File: src/rtl/dual_rank_sreg.sv
module dual_rank_sreg #(
  parameter int WIDTH = 8,
  parameter logic [WIDTH-1:0] RESET_VAL = '0
) (
  input  logic             clk,
  input  logic             clr_n,
  input  logic             sclk,
  input  logic             sdi,
  input  logic             cs_n,
  input  logic             ld_n,
  output logic             sdo,
  output logic [WIDTH-1:0] ctrl
);

  logic [2:0]       sclk_p;
  logic [1:0]       sdi_p, cs_p, ld_p;
  logic             sclk_rise, sclk_fall, cs_hi, ld_hi;
  logic [WIDTH-1:0] sr, rank1, rank2;
  logic             out_bit;

  always_ff @(posedge clk or negedge clr_n)
    if (!clr_n) begin
      sclk_p <= '0;
      sdi_p  <= '0;
      cs_p   <= '1;
      ld_p   <= '1;
    end else begin
      sclk_p <= {sclk_p[1:0], sclk};
      sdi_p  <= {sdi_p[0], sdi};
      cs_p   <= {cs_p[0], cs_n};
      ld_p   <= {ld_p[0], ld_n};
    end

  assign sclk_rise = sclk_p[1] & ~sclk_p[2];
  assign sclk_fall = ~sclk_p[1] & sclk_p[2];
  assign cs_hi     = cs_p[1];
  assign ld_hi     = ld_p[1];

  always_ff @(posedge clk or negedge clr_n)
    if (!clr_n) begin
      sr      <= '0;
      out_bit <= 1'b0;
      sdo     <= 1'b0;
    end else begin
      if (sclk_rise) begin
        sr      <= {sdi_p[1], sr[WIDTH-1:1]};
        out_bit <= sr[0];
      end
      if (sclk_fall) sdo <= out_bit;
    end

  always_ff @(posedge clk or negedge clr_n)
    if (!clr_n) begin
      rank1 <= RESET_VAL;
      rank2 <= RESET_VAL;
    end else begin
      if (!cs_hi) rank1 <= sr;
      if (!ld_hi) rank2 <= rank1;
    end

  assign ctrl = rank2;

  AST_SHIFT_ON_RISE: assert property (@(posedge clk) disable iff (!clr_n)
    !sclk_rise |=> $stable(sr));
  AST_SDO_ON_FALL: assert property (@(posedge clk) disable iff (!clr_n)
    !sclk_fall |=> $stable(sdo));
  AST_RANK1_HOLD: assert property (@(posedge clk) disable iff (!clr_n)
    cs_hi |=> $stable(rank1));
  AST_RANK1_FOLLOW: assert property (@(posedge clk) disable iff (!clr_n)
    !cs_hi |=> rank1 == $past(sr));
  AST_CTRL_HOLD: assert property (@(posedge clk) disable iff (!clr_n)
    ld_hi |=> $stable(ctrl));
  AST_CTRL_FOLLOW: assert property (@(posedge clk) disable iff (!clr_n)
    !ld_hi |=> ctrl == $past(rank1));

endmodule

File: config.mk
export PLATFORM = sky130hd
export DESIGN_NAME = dual_rank_sreg
export DESIGN_NICKNAME = d
export VERILOG_FILES = /design/src/rtl/dual_rank_sreg.sv
export SDC_FILE = /design/constraint.sdc
export NUM_CORES = 1
export LEC_CHECK = 0
export BUFFER_PORTS_ARGS = -buffer_cell sky130_fd_sc_hd__buf_2
export CAP_MARGIN = 20
export CORE_ASPECT_RATIO = 1.4
export CORE_MARGIN = 2
export CORE_UTILIZATION = 58
export CTS_BUF_LIST = sky130_fd_sc_hd__clkbuf_4
export DETAILED_ROUTE_END_ITERATION = 16
export GPL_TIMING_DRIVEN = 0
export PLACE_DENSITY_LB_ADDON = 0.08
export SYNTH_ARGS = -nofsm -noshare
export SYNTH_HDL_FRONTEND = slang
export SYNTH_SLANG_ARGS = --single-unit
File: constraint.sdc
create_clock -name clk -period 1.5 [get_ports clk]
set_input_delay 0.225 -clock clk [delete_from_list [all_inputs] [get_ports clk]]
set_output_delay 0.225 -clock clk [all_outputs]
set_load 0.05 [all_outputs]
==> out/summary.md <==
The top cell type by area accounts for 62.5% of the synthesized area. The share of layout cells above drive strength 1 was 58.1%. At the worst endpoint, the arrival time is 1440 ps. Global routing used 18.2% of the available tracks. Gate family responsible for the most delay along the worst path: flip-flops. The via count of the first global-routing pass came out at 686. Once the floorplan was initialized, standard cells occupied 62.2% of the core. The clock transition at the registers of the reported paths came out at 100 ps. The post-route antenna net violation count is 0. The flow ran to the end, and the final reports show no timing, DRC or antenna violations. The number of max-slew violations in the final report was 0.

Final hold analysis gives a worst-case slack of 362 ps. In this run the worst path has a maximum fanout of 8. Once layout is done, the placed cells without fillers occupy 1460 µm². Buffers inserted during clock tree synthesis total 5. Wire length per cell: 15.1 µm. In this run the deepest clock path goes through 2 buffers. The post-CTS setup repair buffer count came out at 0. The tools report the type of element launching the critical path as a flop. The number of different library cells used by synthesis comes to 8. The clock tree synthesis step divided the H-tree into 2 levels. For the number of top-level pins, the log shows 15.

Buffers inserted to repair hold after CTS numbered 5. In this run the cell area of the synthesized design comes to 1240 µm². The first global-routing pass estimated 3110 µm of wire. The per-instance average area after synthesis is 18.8 µm². The post-synthesis register bit count is 35.

Number of design-rule violations left by the first detailed-router iteration: 8. Setup repair after global routing left no endpoint under its margin. For the final estimated routing congestion in global placement, the log shows 0.677. The logs give 2000 µm² for the core area and 3 for the detailed-routing iteration count for the pre-antenna-repair pass. TritonCTS built the clock tree. The final total negative setup slack was 0 ps; the non-filler instance count after layout was 114.

From synthesis to final layout, the design area changed by 17.9%. VDD sags by at most 1320 µV. For the leakage power total, the log shows 0.704 nW.

The pin count of the biggest net entering global routing was 36; the total nets after synthesis was 72. The floorplan step defined a die boundary enclosing 2530 µm². Dividing total power by cell area gives a power density of 2030 nW/µm².

In this run the clock root is driven by a sky130_fd_sc_hd__clkbuf_4. Static timing analysis puts the maximum clock frequency at 819 MHz. In the post-synthesis netlist, the biggest area contributors are sky130_fd_sc_hd__dfrtp_1, sky130_fd_sc_hd__mux2_2, sky130_fd_sc_hd__mux2_4. STA classifies the critical path endpoint as a flop. The actual transition at the worst max-transition pin is 717 ps, and the clock net sink count is 35.

The sequential-to-total area share from yosys stat is 71.0%, and the cell area after placement is 1340 µm². The mean number of vias per cell was 5.39. The total overflow left after global routing is 0. In the synthesized netlist, the number of instances is 66. The die extent in x is 43.1 µm. Final-report setup violation count: 0. Top cell type by total area after synthesis: sky130_fd_sc_hd__dfrtp_1.

The critical path goes through buf_2 -> mux2_2. In this run the core area contains 19 standard-cell rows. The path class of the tightest hold or removal check is flop to flop. The repair_antennas step left the layout with diodes totalling 0.

The share of the clock period used by the worst path works out to 81.4%. The initial antenna violation count was 0. The worst-path cell with the longest stage delay was sky130_fd_sc_hd__dfstp_2. The number of nets in the layout was 98; the chip height was 58.7 µm. The critical path is of the flop to flop type.

Clock latency on the worst-skew pair, taken at its later pin, is 340 ps. The total via count in the routed design was 615. Input and output buffers added on the ports amount to 14.

The number of gates resized after CTS was 0. The half-perimeter wire length after placement was 1100 µm; the post-detailed-routing wire length was 1720 µm. The longest individual stage delay on the worst path was 520 ps; the number of warning messages in the yosys log was 0.

Relative slew slack: 52.2%. The worst setup skew after layout is 11.3 ps. Buffer and inverter count on the worst path: 1. The shortest clock period the worst path allows after layout was 1220 ps; the final number of hold-violating endpoints was 0. After detailed placement, the design holds a cell count of 101. After detailed routing, the number of remaining DRC violations is 0. For the worst setup path, the data required time is 1720 ps.

Number of max-cap violations: 0.
==> state kept, by name (all words and copies together) (netlist names) <==
signal,cells
out_bit,1
ctrl,8
rank1,8
sdi_p,2
sr,8
sdo,1
ld_p,2
cs_p,2
sclk_p,3
==> worst reg2reg max path: stages, from the launching register on <==
cell and delay, ps:
sky130_fd_sc_hd__dfstp_2 520, sky130_fd_sc_hd__buf_2 220, sky130_fd_sc_hd__mux2_2 370
==> area by class of cell <==
| type | count | area [µm²] |
|---|---|---|
| clock inverter | 3 | 38.8 |
| buffer | 3 | 21.3 |
| clock buffer | 5 | 37.5 |
| sequential | 35 | 881 |
| tap | 21 | 26.3 |
| fill | 146 | 533 |
| timing repair buffer | 19 | 120 |
| multi-input combinational | 28 | 339 |
==> Yosys cell counts, drive strengths merged <==
cell and count:
buf 3, dfrtp 31, dfstp 4, mux2 26
nand2b 1, nor2b 1
==> worst paths after layout <==
check	startpoint	to	slack [ps]	cells past startpoint
worst max-delay path	ld_p[1]	ctrl[5]	280	2
min in group asynchronous	clr_n	rank1[2]	460	2
max in group asynchronous	clr_n	ctrl[5]	560	2
worst min register to register	sclk_p[0]	sclk_p[1]	360	0
worst min-delay path	sclk_p[0]	sclk_p[1]	360	0
worst max register to register	ld_p[1]	ctrl[5]	280	2
==> through the flow <==
| stage | setup slack, ps | utilization [%] | power (mW) |
|---|---|---|---|
| 6_report | 279 | 73.3 | 2.97 |
| 5_1_grt | 231 | 73.3 | 3.14 |
| 4_1_cts | 265 | 73.3 | 3.01 |
| 3_5_place_dp | 283 | 67.0 | 2.35 |
| 3_3_place_gp | 308 | 67.0 | 2.31 |
| 2_1_floorplan | 381 | - | 2.13 |
==> layout by cell type, fill, tap and decap left out <==
master / n
sky130_fd_sc_hd__bufinv_16: 1
sky130_fd_sc_hd__buf_6: 1
sky130_fd_sc_hd__dfstp_2: 4
sky130_fd_sc_hd__buf_2: 16
sky130_fd_sc_hd__clkinv_2: 1
sky130_fd_sc_hd__clkbuf_4: 5
sky130_fd_sc_hd__nor2b_1: 1
sky130_fd_sc_hd__dfrtp_1: 31
sky130_fd_sc_hd__mux2_2: 17
sky130_fd_sc_hd__nand2b_1: 1
sky130_fd_sc_hd__mux2_4: 9
sky130_fd_sc_hd__dlygate4sd3_1: 5
sky130_fd_sc_hd__clkinv_1: 1
==> per-layer routing <==
layer / routed length [µm] / vias up / GRT usage (%)
li1: - / 275 / -
met2: 895 / 17 / 29.9
met1: 668 / 318 / 18.5
met5: 0 / - / 0
met4: 62 / 0 / 11.7
met3: 98 / 5 / 8.28
==> report_power, final <==
group	switching, mW	internal (mW)
clock	0.296	0.343
combinational	0.532	0.374
sequential	0.169	1.25
==> logic make-up after synthesis <==
kind of cell	Yosys count	share of synthesized area (%)
flops	35	71.0
buf+inv	3	1.71
mux	26	26.3
simple gates	2	1.01
No activity file was read; power rests on OpenSTA's default activity.
